### src/rtl/cfgsw_pkg.sv
package cfgsw_pkg;
  localparam int unsigned BYTE_W = 8;
  localparam int unsigned CFG_W  = 5;
  localparam int unsigned ADDR_W = 7;
  localparam int unsigned CNT_W  = 4;
  localparam logic [ADDR_W-1:0] DEV_ADDR = 7'b1001110;

  typedef enum logic [2:0] {
    BS_IDLE,
    BS_ADDR,
    BS_AACK,
    BS_WR,
    BS_DACK,
    BS_RD,
    BS_SKIP
  } bus_st_e;

  function automatic logic maj3(input logic [2:0] s);
    return (s[0] & s[1]) | (s[0] & s[2]) | (s[1] & s[2]);
  endfunction

  function automatic logic addr_hits(input logic [BYTE_W-1:0] b, input logic busy);
    return (b[BYTE_W-1:1] == DEV_ADDR) && !busy;
  endfunction

  function automatic logic write_allowed(input logic [BYTE_W-1:0] b, input logic wp);
    return (b[BYTE_W-1:CFG_W] == '0) && !wp;
  endfunction

  function automatic logic [BYTE_W-1:0] read_byte(input logic [CFG_W-1:0] r);
    return {{(BYTE_W-CFG_W){1'b0}}, r};
  endfunction
endpackage

### src/rtl/cfgsw_line_filter.sv
module cfgsw_line_filter
  import cfgsw_pkg::*;
#(
  parameter int unsigned SYNC_STAGES = 2,
  parameter logic        IDLE_LEVEL  = 1'b1
) (
  input  logic clk,
  input  logic rst_n,
  input  logic line_i,
  output logic level_o,
  output logic rise_o,
  output logic fall_o
);
  logic [SYNC_STAGES-1:0] sync_q;
  logic [2:0]             hist_q;
  logic                   prev_q;

  always_ff @(posedge clk or negedge rst_n) begin
    if (!rst_n) begin
      sync_q  <= {SYNC_STAGES{IDLE_LEVEL}};
      hist_q  <= {3{IDLE_LEVEL}};
      level_o <= IDLE_LEVEL;
      prev_q  <= IDLE_LEVEL;
    end else begin
      sync_q  <= {sync_q[SYNC_STAGES-2:0], line_i};
      hist_q  <= {hist_q[1:0], sync_q[SYNC_STAGES-1]};
      level_o <= maj3(hist_q);
      prev_q  <= level_o;
    end
  end

  assign rise_o = level_o & ~prev_q;
  assign fall_o = ~level_o & prev_q;
endmodule

### src/rtl/cfgsw_bus_fsm.sv
module cfgsw_bus_fsm
  import cfgsw_pkg::*;
(
  input  logic              clk,
  input  logic              rst_n,
  input  logic              scl_lvl,
  input  logic              scl_rise,
  input  logic              scl_fall,
  input  logic              sda_lvl,
  input  logic              sda_rise,
  input  logic              sda_fall,
  input  logic              busy_i,
  input  logic              wp_i,
  input  logic [CFG_W-1:0]  cfg_i,
  output logic              sda_pull_o,
  output logic              ev_start_o,
  output logic              ev_stop_o,
  output logic              addr_hit_o,
  output logic              commit_o,
  output logic [BYTE_W-1:0] wr_data_o
);
  bus_st_e           state_q;
  logic [CNT_W-1:0]  bitcnt_q;
  logic [BYTE_W-1:0] shreg_q;
  logic [BYTE_W-1:0] tx_q;
  logic              rw_q;
  logic              byte_done;

  assign ev_start_o = scl_lvl & sda_fall;
  assign ev_stop_o  = scl_lvl & sda_rise;
  assign byte_done  = scl_fall && (bitcnt_q == CNT_W'(BYTE_W));
  assign addr_hit_o = (state_q == BS_ADDR) && byte_done && addr_hits(shreg_q, busy_i);
  assign commit_o   = (state_q == BS_DACK) && scl_fall;
  assign wr_data_o  = shreg_q;

  always_ff @(posedge clk or negedge rst_n) begin
    if (!rst_n) begin
      state_q    <= BS_IDLE;
      bitcnt_q   <= '0;
      shreg_q    <= '0;
      tx_q       <= '0;
      rw_q       <= 1'b0;
      sda_pull_o <= 1'b0;
    end else if (ev_start_o) begin
      state_q    <= BS_ADDR;
      bitcnt_q   <= '0;
      sda_pull_o <= 1'b0;
    end else if (ev_stop_o) begin
      state_q    <= BS_IDLE;
      sda_pull_o <= 1'b0;
    end else begin
      case (state_q)
        BS_ADDR, BS_WR: begin
          if (scl_rise) begin
            shreg_q  <= {shreg_q[BYTE_W-2:0], sda_lvl};
            bitcnt_q <= bitcnt_q + 1'b1;
          end else if (byte_done) begin
            if (state_q == BS_ADDR) begin
              if (addr_hit_o) begin
                state_q    <= BS_AACK;
                rw_q       <= shreg_q[0];
                sda_pull_o <= 1'b1;
              end else begin
                state_q <= BS_SKIP;
              end
            end else if (write_allowed(shreg_q, wp_i)) begin
              state_q    <= BS_DACK;
              sda_pull_o <= 1'b1;
            end else begin
              state_q <= BS_SKIP;
            end
          end
        end
        BS_AACK: begin
          if (scl_fall) begin
            bitcnt_q <= '0;
            if (rw_q) begin
              state_q    <= BS_RD;
              tx_q       <= read_byte(cfg_i);
              sda_pull_o <= ~read_byte(cfg_i)[BYTE_W-1];
            end else begin
              state_q    <= BS_WR;
              sda_pull_o <= 1'b0;
            end
          end
        end
        BS_DACK: begin
          if (scl_fall) begin
            state_q    <= BS_SKIP;
            sda_pull_o <= 1'b0;
          end
        end
        BS_RD: begin
          if (scl_fall) begin
            if (bitcnt_q == CNT_W'(BYTE_W-1)) begin
              state_q    <= BS_SKIP;
              sda_pull_o <= 1'b0;
            end else begin
              tx_q       <= {tx_q[BYTE_W-2:0], 1'b0};
              sda_pull_o <= ~tx_q[BYTE_W-2];
              bitcnt_q   <= bitcnt_q + 1'b1;
            end
          end
        end
        default: sda_pull_o <= 1'b0;
      endcase
    end
  end
endmodule

### src/rtl/cfgsw_store.sv
module cfgsw_store
  import cfgsw_pkg::*;
#(
  parameter int unsigned BUSY_CYCLES = 1500000
) (
  input  logic             clk,
  input  logic             rst_n,
  input  logic             commit_i,
  input  logic [CFG_W-1:0] data_i,
  output logic [CFG_W-1:0] cfg_o,
  output logic             busy_o
);
  localparam int unsigned BW = $clog2(BUSY_CYCLES + 1);
  logic [BW-1:0] cnt_q;

  always_ff @(posedge clk or negedge rst_n) begin
    if (!rst_n) begin
      cfg_o <= '0;
      cnt_q <= '0;
    end else if (commit_i) begin
      cfg_o <= data_i;
      cnt_q <= BW'(BUSY_CYCLES);
    end else if (cnt_q != '0) begin
      cnt_q <= cnt_q - 1'b1;
    end
  end

  assign busy_o = (cnt_q != '0);
endmodule

### src/rtl/cfgsw_i2c_target.sv
module cfgsw_i2c_target
  import cfgsw_pkg::*;
#(
  parameter int unsigned BUSY_CYCLES = 1500000,
  parameter int unsigned SYNC_STAGES = 2
) (
  input  logic             clk,
  input  logic             rst_n,
  input  logic             scl_i,
  input  logic             sda_i,
  output logic             sda_pull_o,
  input  logic             wp_i,
  output logic [CFG_W-1:0] cfg_o
);
  logic              scl_f, scl_rise, scl_fall;
  logic              sda_f, sda_rise, sda_fall;
  logic              ev_start, ev_stop, addr_hit, commit, busy;
  logic [BYTE_W-1:0] commit_data;
  logic [1:0]        wp_sync_q;
  logic              wp_s;

  always_ff @(posedge clk or negedge rst_n) begin
    if (!rst_n) wp_sync_q <= 2'b11;
    else        wp_sync_q <= {wp_sync_q[0], wp_i};
  end
  assign wp_s = wp_sync_q[1];

  cfgsw_line_filter #(.SYNC_STAGES(SYNC_STAGES), .IDLE_LEVEL(1'b1)) u_scl_filt (
    .clk(clk), .rst_n(rst_n), .line_i(scl_i),
    .level_o(scl_f), .rise_o(scl_rise), .fall_o(scl_fall)
  );

  cfgsw_line_filter #(.SYNC_STAGES(SYNC_STAGES), .IDLE_LEVEL(1'b1)) u_sda_filt (
    .clk(clk), .rst_n(rst_n), .line_i(sda_i),
    .level_o(sda_f), .rise_o(sda_rise), .fall_o(sda_fall)
  );

  cfgsw_bus_fsm u_fsm (
    .clk(clk), .rst_n(rst_n),
    .scl_lvl(scl_f), .scl_rise(scl_rise), .scl_fall(scl_fall),
    .sda_lvl(sda_f), .sda_rise(sda_rise), .sda_fall(sda_fall),
    .busy_i(busy), .wp_i(wp_s), .cfg_i(cfg_o),
    .sda_pull_o(sda_pull_o), .ev_start_o(ev_start), .ev_stop_o(ev_stop),
    .addr_hit_o(addr_hit), .commit_o(commit), .wr_data_o(commit_data)
  );

  cfgsw_store #(.BUSY_CYCLES(BUSY_CYCLES)) u_store (
    .clk(clk), .rst_n(rst_n), .commit_i(commit),
    .data_i(commit_data[CFG_W-1:0]), .cfg_o(cfg_o), .busy_o(busy)
  );
endmodule

### config.mk
export PLATFORM = sky130hd
export DESIGN_NAME = cfgsw_i2c_target
export DESIGN_NICKNAME = d
export VERILOG_FILES = /design/src/rtl/cfgsw_pkg.sv /design/src/rtl/cfgsw_line_filter.sv /design/src/rtl/cfgsw_bus_fsm.sv /design/src/rtl/cfgsw_store.sv /design/src/rtl/cfgsw_i2c_target.sv
export SDC_FILE = /design/constraint.sdc
export NUM_CORES = 1
export LEC_CHECK = 0
export BUFFER_PORTS_ARGS = -buffer_cell sky130_fd_sc_hd__buf_4
export CORE_AREA = 4 4 90 92
export CTS_CLUSTER_SIZE = 40
export DETAILED_ROUTE_END_ITERATION = 16
export DIE_AREA = 0 0 94 96
export HOLD_SLACK_MARGIN = 0.02
export PLACE_DENSITY = 0.73
export SYNTH_ARGS = -nofsm -noshare
export SYNTH_HDL_FRONTEND = slang
export SYNTH_SLANG_ARGS = --single-unit
### constraint.sdc
create_clock -name clk -period 2.2 [get_ports clk]
set_input_delay 0.11 -clock clk [delete_from_list [all_inputs] [get_ports clk]]
set_output_delay 0.11 -clock clk [all_outputs]
set_load 0.03 [all_outputs]
### After elaboration in Yosys (flattened, before gate mapping)

Cells that the tools add are included.

* equality and inequality tests: 25
* add/subtract/negate cells: 2
* bitwise operators: 24
* reduce and logical (&&, ||, !) cells: 21
* multiplexer cells: 40

Operators by type and width (number)
* 21-bit two-way mux: 2
* 3-bit two-way mux: 11
* 7-bit two-way mux: 4
* 7-bit AND reduction: 4
* 4-bit two-way mux: 6
* 21-bit nonzero test: 1
* 21-bit by 1-bit subtractor with 21-bit output (second input constant): 1
* 4-bit by 3-bit != test with 1-bit output (second input constant): 5
* 7-bit case mux with 2 select lines: 1
* 1-bit bitwise AND: 12
* 1-bit two-way mux: 12
* 3-bit case mux with 4 select lines: 1
* 4-bit case mux with 3 select lines: 1
* 1-bit NOT: 8
* 7-bit equality test (second input constant): 1
* 3-bit by 2-bit equality test with 1-bit output (second input constant): 2
* 3-bit equality test (second input constant): 2
* 1-bit logical AND: 6
* 2-bit by 1-bit != test with 1-bit output (second input constant): 3
* 3-bit by 2-bit != test with 1-bit output (second input constant): 2
* 3-bit != test (second input constant): 2
* 6-bit AND reduction: 1
* 6-bit nonzero test: 1
* 5-bit by 3-bit != test with 1-bit output (second input constant): 1
* other kinds (16): 22

* input port bits: 5
* register bits after elaboration: 66
* output and inout bits: 6
* word-level logic and storage cells: 129

### Longest topological paths before layout

Gate-level depths: netlist of run 1.

* depth in word-level cells: 12
* depth in mapped cells: 9
* mapped depth without buffers: 7

### Modules after synthesis

A second synthesis of run 1 with hierarchy kept.

* cells, all modules: 280
* area, all modules: 3215.6 sq um

Modules (own cells, without submodules)
* cfgsw_bus_fsm: cells an instance 132, area an instance 1397.6 sq um, sequential area each 600.6 sq um, times used 1
* cfgsw_store: cells an instance 126, area an instance 1350.0 sq um, sequential area each 650.6 sq um, times used 1
* cfgsw_line_filter: cells an instance 10, area an instance 207.7 sq um, sequential area each 183.9 sq um, times used 2
* cfgsw_i2c_target: cells an instance 2, area an instance 52.6 sq um, sequential area each 52.6 sq um, times used 1

### Least setup slack after synthesis of run 1

OpenSTA, ideal clock, no wires.

* path type: register -> register
* start: register u_store.cnt_q[0]
* end: register u_fsm.rw_q
* period minus slack after synthesis: 2.330 ns
* cell stages (with the launch flop): 9
* data arrival time: 2.205 ns
* setup time: 0.125 ns
* path slack: -0.130 ns
* required time: 2.075 ns
* path buffers: 1
* cells stage by stage: dfrtp_1 > inv_1 > ha_1 > or4b_1 > or4_4 > buf_6 > nor3_4 > nand2_2 > mux2_4

* cells in the longest elaborated chain, start to end: 5

Ends and longest elaborated chain
* start, declared: line cfgsw_store.sv:14 `logic [BW-1:0] cnt_q;`
* start signal, assigned: line cfgsw_store.sv:22 `cnt_q <= BW'(BUSY_CYCLES);`
* start signal, assigned: line cfgsw_store.sv:24 `cnt_q <= cnt_q - 1'b1;`
* 21-bit nonzero test: line cfgsw_store.sv:28 `assign busy_o = (cnt_q != '0);`
* 1-bit logical NOT: line cfgsw_pkg.sv:23 `return (b[BYTE_W-1:1] == DEV_ADDR) && !busy;`
* 1-bit logical AND: line cfgsw_pkg.sv:23
* 1-bit logical AND: line cfgsw_bus_fsm.sv:32 `assign addr_hit_o = (state_q == BS_ADDR) && byte_done && addr_hits(shreg_q, busy_i);`
* 7-bit AND reduction (no line)
* end signal, assigned: line cfgsw_bus_fsm.sv:61 `rw_q <= shreg_q[0];`
* end, declared: line cfgsw_bus_fsm.sv:26 `logic rw_q;`

Every way passes these cells.
A chain may end at the register's enable or synchronous reset.

### Worst setup path in the final report of run 1

* start: register u_store.cnt_q[17]
* end: register u_fsm.rw_q

The elaborated chain is that of the path after synthesis.

==> impl_results.md, run 1 <==
* Outcome: finished, violations left
* Failing checks: negative setup slack
* Crit Path Max Fanout at 11
* Pre-CTS WS at -0.0477 ns
* M3 GR Usage at 3.05%
* Final period utilization at 102%
* DR WL/cell at 14.1 um
* Area growth, synth to finish at 21.5%
* Synth Area in Simple Gates at between 20% and 30%
* Hold path depth at 0
* Setup crit end kind: flip-flop
* Worst Clk Skew at 0.00645 ns
* WP depth at 5
* Num rows at 31
* Req. time, crit path at about 2.4 ns
* Hold Violations, Final at 0
* Static Leak at between 1.5 and 2 nW
* Clock latency on the worst-skew pair at roughly 0.34 ns
* Drt drc at 0
* Clock Sinks at 66
* Cell Chain, Critical Path: or4_1 -> or4_4 -> nor3_4 -> nand2_2 -> mux2_4
* Via count at 2464
* CP peak stage delay at about 0.63 ns
* Synth unique cells at between 50 and 60
* GRT overflow at 0
* Ant diodes at 0
* VDD IR max at 0.388 mV
* Final #Nets at 366
* Reg2reg path depth at 5
* Routed Antenna Nets at 0
* CTS Buf Count at 9
* Slew @ Worst Pin at 0.823 ns
* Setup TNS Final at -0.161 ns
* Worst endpoint data arrival time at 2.48 ns
* Pre-antenna DRT Iters at 4
* Post-synthesis mux area share at ~4.8%
* First-pass GRT wire length at approximately 11000 um
* Max-Cap Viols at 0
* CTS clk-pin slew, worst paths at about 0.07 ns
* CP max stage cell: or4_4
* Net Count, Synth at between 300 and 400
* Synth Area in XOR/XNOR at roughly 4%
* FILL cells at 655
* EDFF count, synth at 0
* Register area share after synthesis at between 50% and 60%
* Compound-Gate Fraction of Synth Area at a little over a tenth
* CTS tree: built
* Global Route Usage Sum at about 16%
* Hold Path Class: reg -> reg
* Initial antenna violation count at 0
* Initial DRC count at around 110
* Met2 usage at between 20% and 30%
* Share of synthesized registers carrying an async set or reset at 100%
* Fraction of layout cells with a size suffix above 1 at between 20% and 30%
* Initial Utilization at 44.4%
* Largest family of logic cells by synthesized area: simple AND/OR/NAND/NOR gates
* Post-CTS setup buffer count at 0
* H-Tree Depth at 3
* Ports at 11
* Clock Path Buffers at 2
* Die width at about 94 um
* RSZ-0062 raised after global routing: true
* Vias in the first global route at roughly 2400
* Die ar. at 9020 um^2
* Core area at ~7200 um^2
* Post-synthesis instance area at about 3200 um^2
* Synth Instances at roughly 320
* Synth Area in Adders at under 10%
* Most used routing layer: met2
* Global routing usage on met1 at 20.9%
* Input/output buffers at 10
* Vias/cell at 5.34
* Synth Flop Type: dfrtp_1
* Final Critical Period at between 2 and 2.5 ns
* Largest net degree at the start of global routing at between 60 and 70
* Final setup violation count at 8
* Crit Path Category: reg -> reg
* Worst reg2reg path startpoint: u_store.cnt_q[17]
* Hpwl dp at around 4500 um
* Root Driver: clkbuf_8
* Critical Path Start Type: flip-flop
* Worst Hold Launch: wp_sync_q[0]
* Max-slew headroom at 45.2%
* FF+latch count, synth at between 60 and 70
* Pwr/cell area at a little over 1000 nW/um^2
* Synth warnings at 0
* Detailed-route wire length at 6500 um
* Crit path max-delay family: simple AND/OR/NAND/NOR gates
* Synthesized area per cell at 10.2 um^2
* PnR worst setup slack at -0.0489 ns
* GPL Wtd Cong at 0.853
* Fin. max-slew vios at 0
* Worst Setup SP: u_store.cnt_q[17]
* Fmax at around 440 MHz
* Critical path buffer and inverter count at 0
* Die height at ~96 um
-- cell type report --
| cell class | instances | area, um^2 | share of cell area, % |
|---|---|---|---|
| Sequential cell | 66 | 1670 | 43.0 |
| Timing Repair Buffer | 46 | 359 | 9.23 |
| Inverter | 13 | 48.8 | 1.25 |
| Clock inverter | 3 | 22.5 | 0.579 |
| Multi-Input combinational cell | 221 | 1450 | 37.3 |
| Clock buffer | 13 | 213 | 5.47 |
| Tap cell | 99 | 124 | 3.18 |
-- cells by family (layout without fill, tap and decap cells) --
kind of cell | count (synthesis) | after routing
adder cells (fa/ha/maj) | 6 | 6
multiplexers | 14 | 14
AO/OA/AOI/OAI | 56 | 56
flip-flops | 66 | 66
AND/OR/NAND/NOR | 130 | 130
buffers and inverters | 28 | 75
XOR/XNOR | 15 | 15
-- final timing paths --
check / slack [ns] / end
setup / recovery: -0.05 / u_fsm.rw_q
hold / removal: 0.36 / wp_sync_q[1]
setup reg to reg: -0.05 / u_fsm.rw_q
hold reg to reg: 0.36 / wp_sync_q[1]
max in group asynchronous: 1.26 / u_fsm.wr_data_o[5]
min in group asynchronous: 0.40 / u_fsm.tx_q[2]
-- timing repair --
| item | CTS | global route |
|---|---|---|
| endpoints found under the setup margin | 10 | 21 |
| hold endpoints to repair | 53 | 0 |
| hold buffers | 4 | 0 |
| gates resized for setup | 4 | 6 |
| pin swaps | 0 | 2 |
-- metrics by stage --
stage                     hold slack, ns  total power, mW  cells  instance area (um^2)  utilization, %
after floorplan                   -0.186             2.34    315                  3200               -
after global placement             0.219             2.81    441                  3570            49.5
after detailed placement           0.219             2.86    441                  3570            49.5
after CTS                          0.358             4.04    461                  3860            53.5
after global routing               0.361             4.28    461                  3890            53.9
final                              0.357             4.02    461                  3890            53.9
-- cells in the mapped netlist, types with 2 or more instances --
library cell	count	area [um^2]
a211oi_1	2	15.0
maj3_1	2	20.0
nand2_1	35	131
or3b_2	2	17.5
or4_1	7	52.6
inv_1	13	48.8
o211ai_1	2	15.0
xor2_1	14	123
o31ai_1	3	22.5
ha_1	4	50.1
or3_1	3	18.8
nor4_1	2	12.5
o221ai_1	3	26.3
a21oi_1	17	85.1
nand2b_1	7	43.8
nor3_1	4	20.0
nand4bb_1	2	22.5
dfrtp_1	50	1250
mux2_2	8	90.1
or4_4	2	22.5
and2_1	2	12.5
dfstp_2	16	420
nand3b_1	6	45.0
nor2_1	28	105
nor2b_1	3	18.8
nand4b_1	4	35.0
nand3_1	12	60.1
o21ai_0	18	90.1
mux2i_1	5	50.1
clkbuf_1	13	48.8
-- metal layers --
metal | share of wire (%) | wire length, um
met5 | 0 | 0
met2 | 46 | 3000
met4 | 2.7 | 177
met1 | 47 | 3090
met3 | 3.7 | 238
-- sequential cells by signal, summed over array words and instances (netlist names), 2 cells and up --
register	flops
wp_sync_q	2
u_sda_filt.sync_q	2
u_store.cfg_o	5
u_sda_filt.hist_q	3
u_fsm.state_q	3
u_scl_filt.hist_q	3
u_store.cnt_q	21
u_fsm.wr_data_o	8
u_fsm.tx_q	7
u_scl_filt.sync_q	2
u_fsm.bitcnt_q	4
-- report_power, final --
part | switching, mW | total [mW] | internal (mW)
sequential | 0.229 | 1.73 | 1.50
combinational | 0.548 | 1.15 | 0.606
clock | 0.483 | 1.13 | 0.650
-- cell usage in the layout (no fill, tap or decap), drive strengths merged, types with 2 or more instances in the layout --
cell type    synthesis  routed
a211oi               2       2
a21oi               17      17
and2                 2       2
buf                  2      42
clkbuf              13      13
clkinv               0       2
dfrtp               50      50
dfstp               16      16
dlygate4sd3          0       4
ha                   4       4
inv                 13      14
maj3                 2       2
mux2                 9       9
mux2i                5       5
nand2               36      36
nand2b               7       7
nand3               12      12
nand3b               6       6
nand4b               4       4
nand4bb              2       2
nor2                28      28
nor2b                3       3
nor3                 5       5
nor4                 2       2
o211ai               2       2
o21ai               18      18
o221ai               3       3
o31ai                3       3
or2                  2       2
or3                  3       3
or3b                 2       2
or4                  9       9
or4b                 2       2
xor2                14      14
-- worst reg2reg max path, stage by stage, from the launching register on --
cell     delay, ns
dfrtp_1       0.38
or4_1         0.58
or4_4         0.63
nor3_4        0.16
nand2_2       0.09
mux2_4        0.31
No activity file was read; power rests on OpenSTA's default activity.
==> run 2, diff against run 1 <==
- SYNTH_HIERARCHICAL: default -> 1
==> impl_results.md, run 2 <==
* CTS tree: built
* Slew @ Worst Pin at 0.793 ns (-0.0294 ns)
* Vias in the first global route at 2247 (-5.6%)
* Clock Sinks at 66 (unchanged)
* Max-slew headroom at 47.1% (+2.0 points)
* Initial DRC count at 139 (+29%)
* Clock latency on the worst-skew pair at 0.34 ns (about the same)
* CP max stage cell: or4_4
* Hpwl dp at 4080 um (-8.4%)
* Die width at 94 um (unchanged)
* Crit Path Max Fanout at 2 (-9)
* Commonest non-fill, non-tap cell in the layout: dfrtp_1
* Final instance area at 3940 um^2 (+1.2%)
* Clock power frac at 22.2% (-6.0 points)
* Final setup violation count at 3 (-5)
* Cell Chain, Critical Path: inv_2 -> ha_4 -> nor3b_4 -> nand4_2 -> nor2_2 -> inv_2 -> or4_4 -> nand4bb_4 -> nor3_2 -> mux2_1
* VDD IR max at 0.678 mV (+74%)
* Fraction of layout cells with a size suffix above 1 at 37.9% (+10 points)
* Fmax at 429 MHz (-3.5%)
* Fin cells at 437 (-5.2%)
* Fin. max-slew vios at 0 (unchanged)
* Detailed-route wire length at 6140 um (-5.6%)
* Root Driver: clkbuf_8
* CTS Buf Count at 9 (unchanged)
* Synth warnings at 6 (+6)
* Crit Path Category: reg -> reg
* Global Route Usage Sum at 14.7% (-1.2 points)
* Pre-antenna DRT Iters at 4 (unchanged)
* Cell Count Post-Placement at 413 (-6.3%)
* Initial Utilization at 44.5% (+0.16 points)
* Ant diodes at 0 (unchanged)
* Req. time, crit path at 2.42 ns (about the same)
* Initial antenna violation count at 0 (unchanged)
* Worst Clk Skew at 0.00882 ns (+0.00238 ns)
* Static Leak at 1.71 nW (-2.8%)
* CP peak stage delay at 0.41 ns (-0.22 ns)
* Vias/cell at 5.15 (-3.7%)
* Clock Path Buffers at 2 (unchanged)
* Setup crit end kind: flip-flop
* Post-synthesis instance area at 3210 um^2 (+0.35%)
* PnR worst setup slack at -0.131 ns (-0.0822 ns)
* H-Tree Depth at 3 (unchanged)
* Internal power at 2.94 mW (+6.3%)
* Sequential Power Share at 42.2% (-0.9 points)
* Num rows at 31 (unchanged)
* Sw Pwr at 1.65 mW (+31%)
* First-pass GRT wire length at 10500 um (-5.2%)
* Max reg flops at 21 (unchanged)
* Pwr/cell area at 1160 nW/um^2 (+13%)
* Final Critical Period at 2.33 ns (+0.0822 ns)
* Hold Violations, Final at 0 (unchanged)
* Area growth, synth to finish at 22.6%
* Final period utilization at 106% (+3.7 points)
* Tot Pwr at 4.58 mW (+14%)
* Hold Path Class: reg -> reg
* GRT overflow at 0 (unchanged)
* Most frequent cells in the layout: dfrtp_1, buf_4, mux2_2, nor2_1, dfstp_2
* Synthesized area per cell at 11.5 um^2 (+13%)
* Core area at 7210 um^2 (unchanged)
* Routed Antenna Nets at 0 (unchanged)
* Die ar. at 9020 um^2 (unchanged)
* RSZ-0062 raised after global routing: true
* Ports at 11 (unchanged)
* Net Count, Synth at 288 (-11%)
* Outcome: finished, violations left
* Max-Cap Viols at 0 (unchanged)
* Failing checks: negative setup slack
* Combinational Power Share at 35.6% (+6.9 points)
* DR WL/cell at 14.0 um (-0.43%)
* Synth Instances at 279 (-11%)
* Placed inst area at 3620 um^2 (+1.2%)
* Most flop-heavy register: u_store/cnt_q
* Die height at 96 um (unchanged)
* Via count at 2250 (-8.7%)
* CP most frequent cell: inv_2
* Sw Ratio at 35.9% (+4.6 points)
* Worst endpoint data arrival time at 2.55 ns (+0.07 ns)
* Largest net degree at the start of global routing at 67 (unchanged)
* GPL Wtd Cong at 0.791 (-7.3%)
* Critical Path Start Type: flip-flop
* Final #Nets at 342 (-6.6%)
* CTS clk-pin slew, worst paths at 0.07 ns (about the same)
* Input/output buffers at 10 (unchanged)
* Setup TNS Final at -0.193 ns (-0.0322 ns)
* Drt drc at 0 (unchanged)
## run 2: final timing paths
check                                     start                    to  slack, ns  cells after the start
max in group asynchronous                 rst_n         u_fsm/tx_q[5]       1.28                      2
min in group asynchronous                 rst_n      u_store/cnt_q[9]       0.42                      2
hold / removal             u_scl_filt/sync_q[0]  u_scl_filt/sync_q[1]       0.36                      0
hold reg to reg            u_scl_filt/sync_q[0]  u_scl_filt/sync_q[1]       0.36                      0
setup / recovery               u_store/cnt_q[0]            u_fsm/rw_q      -0.13                     10
setup reg to reg               u_store/cnt_q[0]            u_fsm/rw_q      -0.13                     10
## run 2: stage by stage
step                util [%]  hold slack, ns  setup slack, ns
floorplan                  -          -0.186           -0.187
global placement        50.1           0.218          -0.0515
detailed placement      50.1           0.220           -0.126
CTS                     53.5           0.362           -0.138
global route            54.6           0.363           -0.271
finish                  54.6           0.359           -0.131
## run 2: power by group through the flow
stage / Clock (mW) / Sequential [mW] / Combinational (mW)
2_1_floorplan: 0 / 1.93 / 0.985
3_3_place_gp: 0 / 1.92 / 1.51
5_1_grt: 1.09 / 1.98 / 1.80
3_5_place_dp: 0 / 1.94 / 1.56
6_report: 1.02 / 1.93 / 1.63
4_1_cts: 1.04 / 1.93 / 1.57
## run 2: layout make-up
cell class              instances  area [um^2]
multi-input cells             191         1490
clock inverters                 7         77.6
fillers                       659         3280
repair buffers                 51          397
well taps                      99          124
inverters                      14         52.6
clock buffers                   9          124
flip-flops and latches         66         1670
## run 2: critical path: cells and delay by family (launching register included)
family        cells  cell delay [ns]
flops             1             0.39
fa+ha+maj         1             0.12
mux               1             0.33
simple gates      6             1.24
buf+inv           2             0.13
## run 2: metal layers
metal	track usage [%]	wire length, um	vias up
met5	0	0	-
met3	2.66	159	6
met1	19.4	2890	1112
met4	5.90	78	0
li1	-	-	1098
met2	24.0	3010	34
## run 2: timing repair
action,CTS,global route
hold buffers,4,0
gates cloned,0,0
gates resized for setup,0,12
endpoints found under the setup margin,2,5
setup buffers,0,4
pin swaps,0,3
endpoints found under the hold margin,53,0
==> run 3, diff against run 2 <==
- CELL_PAD_IN_SITES_DETAIL_PLACEMENT: default -> 0
- CELL_PAD_IN_SITES_GLOBAL_PLACEMENT: default -> 1
- PLACE_DENSITY: 0.73 -> 0.85
==> impl_results.md, run 3 (synthesized netlist as in run 2, its figures left out) <==
* Outcome: finished, violations left
* Failing checks: negative setup slack
* CP most frequent cell: inv_2
* Core area at 7210 um^2 (unchanged)
* CP peak stage delay at 0.44 ns (+0.03 ns)
* H-Tree Depth at 3 (unchanged)
* Final hold slack at 0.358 ns (-0.00141 ns)
* PnR worst setup slack at -0.200 ns (-0.0687 ns)
* Global Route Usage Sum at 15.4% (+0.74 points)
* Final #Nets at 339 (-0.88%)
* Slew @ Worst Pin at 0.816 ns (+0.0224 ns)
* Tot Pwr at 4.70 mW (+2.5%)
* Hold Path Class: reg -> reg
* Final instance area at 3930 um^2 (about the same)
* Largest net degree at the start of global routing at 67 (unchanged)
* CTS Buf Count at 9 (unchanged)
* CTS clk-pin slew, worst paths at 0.07 ns (about the same)
* Pre-antenna DRT Iters at 4 (unchanged)
* Fin cells at 434 (-0.69%)
* Initial DRC count at 117 (-16%)
* Setup crit end kind: flip-flop
* Vias/cell at 5.11 (-0.83%)
* Worst Clk Skew at 0.0101 ns (+0.00125 ns)
* Via count at 2216 (-1.5%)
* Area growth, synth to finish at 22.5% (about the same)
* Crit path max-delay family: simple AND/OR/NAND/NOR gates
* Final Critical Period at 2.40 ns (+0.0687 ns)
* Num rows at 31 (unchanged)
* Critical Path Start Type: flip-flop
* VDD IR max at 0.600 mV (-12%)
* Fin. max-slew vios at 0 (unchanged)
* CTS tree: built
* Fraction of layout cells with a size suffix above 1 at 36.4% (-1.5 points)
* Critical path buffer and inverter count at 2 (unchanged)
* Routed Antenna Nets at 0 (unchanged)
* Detailed-route wire length at 6180 um (+0.60%)
* First-pass GRT wire length at 10600 um (+1.6%)
* Hpwl dp at 4200 um (+2.7%)
* Static Leak at 1.69 nW (-1.4%)
* Die width at 94 um (unchanged)
* Core Util, Final at 54.5% (about the same)
* Die ar. at 9020 um^2 (unchanged)
* GRT overflow at 0 (unchanged)
* DR WL/cell at 14.2 um (+1.3%)
* Cell Count Post-Placement at 413 (unchanged)
* Ports at 11 (unchanged)
* Cell Chain, Critical Path: inv_2 -> ha_4 -> nor3b_4 -> nand4_2 -> nor2_2 -> inv_2 -> or4_4 -> nand4bb_1 -> nor3_2 -> mux2_4
* Clock latency on the worst-skew pair at 0.34 ns (about the same)
* Most frequent cells in the layout: dfrtp_1, buf_4, mux2_2, nor2_1, dfstp_2
* Die height at 96 um (unchanged)
* Input/output buffers at 10 (unchanged)
* Max reg flops at 21 (unchanged)
* Hold Violations, Final at 0 (unchanged)
* Max-slew headroom at 45.6% (-1.5 points)
* Most flop-heavy register: u_store/cnt_q
* Vias in the first global route at 2209 (-1.7%)
* Clock Path Buffers at 2 (unchanged)
* Worst endpoint data arrival time at 2.63 ns (+0.08 ns)
* RSZ-0062 raised after global routing: true
* Drt drc at 0 (unchanged)
* Fmax at 417 MHz (-2.9%)
* Pre-CTS WS at -0.158 ns (-0.0316 ns)
* Final period utilization at 109% (+3.1 points)
* CP max stage cell: or4_4
* Pwr/cell area at 1190 nW/um^2 (+2.6%)
* Crit Path Category: reg -> reg
* Final setup violation count at 2 (-1)
* GPL Wtd Cong at 0.758 (-4.2%)
* Max-Cap Viols at 0 (unchanged)
* Ant diodes at 0 (unchanged)
* Root Driver: clkbuf_8
* Initial antenna violation count at 0 (unchanged)
* Crit Path Max Fanout at 2 (unchanged)
* Req. time, crit path at 2.43 ns (about the same)
* Initial Utilization at 44.5% (unchanged)
* Placed inst area at 3620 um^2 (unchanged)
* Clock Sinks at 66 (unchanged)
* Setup TNS Final at -0.242 ns (-0.0488 ns)
* Commonest non-fill, non-tap cell in the layout: dfrtp_1
==> run 3: cell types whose count changed in the layout (fill, tap and decap cells not counted) <==
cell | previous run | this run
buf_4 | 46 | 44
clkinvlp_4 | 1 | 0
clkbuf_16 | 0 | 2
o21ai_4 | 0 | 1
nor2b_1 | 3 | 4
nand4bb_1 | 0 | 1
nand4bb_4 | 1 | 0
nor2b_2 | 1 | 0
o21ai_0 | 11 | 12
clkinv_2 | 1 | 0
buf_6 | 1 | 0
o21ai_2 | 4 | 2
==> run 3: worst register-to-register path, delay by kind of cell (launching register included) <==
kind                       cells  cell delay (ns)
and+or+nand+nor                6             1.32
DFF                            1             0.39
muxes                          1             0.32
buffers and inverters          2             0.13
adders and majority gates      1             0.12
==> run 3: power breakdown <==
group	total [mW]	internal (mW)	switching (mW)
clock	1.15	0.670	0.481
sequential	1.92	1.55	0.368
combinational	1.62	0.839	0.786
total	4.70	3.06	1.64
==> run 3: per-layer routing <==
layer | track usage (%) | wire length [um] | share of wire (%) | vias up
li1 | - | - | - | 1097
met1 | 19.7 | 2880 | 47 | 1070
met2 | 24.1 | 3010 | 49 | 40
met3 | 5.47 | 226 | 3.7 | 9
met4 | 5.66 | 68 | 1.1 | 0
met5 | 0 | 0 | 0 | -
==> run 3: cell type report <==
| class | instances | area, um^2 |
|---|---|---|
| Tap cell | 99 | 124 |
| Fill cell | 640 | 3280 |
| Sequential cell | 66 | 1670 |
| Multi-Input combinational cell | 191 | 1480 |
| Timing Repair Buffer | 48 | 370 |
| Clock inverter | 5 | 65.1 |
| Clock buffer | 11 | 174 |
| Inverter | 14 | 52.6 |
==> run 3: worst paths after layout <==
| path | from | end | slack (ns) | cells after the start |
|---|---|---|---|---|
| max | u_store/cnt_q[0] | u_fsm/rw_q | -0.20 | 10 |
| min | u_sda_filt/sync_q[1] | u_sda_filt/hist_q[0] | 0.36 | 0 |
| max reg2reg | u_store/cnt_q[0] | u_fsm/rw_q | -0.20 | 10 |
| min reg2reg | u_sda_filt/sync_q[1] | u_sda_filt/hist_q[0] | 0.36 | 0 |
| max in group asynchronous | rst_n | u_fsm/state_q[0] | 1.26 | 2 |
| min in group asynchronous | rst_n | u_store/cnt_q[9] | 0.40 | 2 |
==> run 3: what timing repair did <==
action,in CTS,in global routing
buffers inserted,0,1
setup endpoints to repair,3,3
hold endpoints to repair,53,0
pin swaps,0,3
hold buffers,4,0
resized for setup,1,7
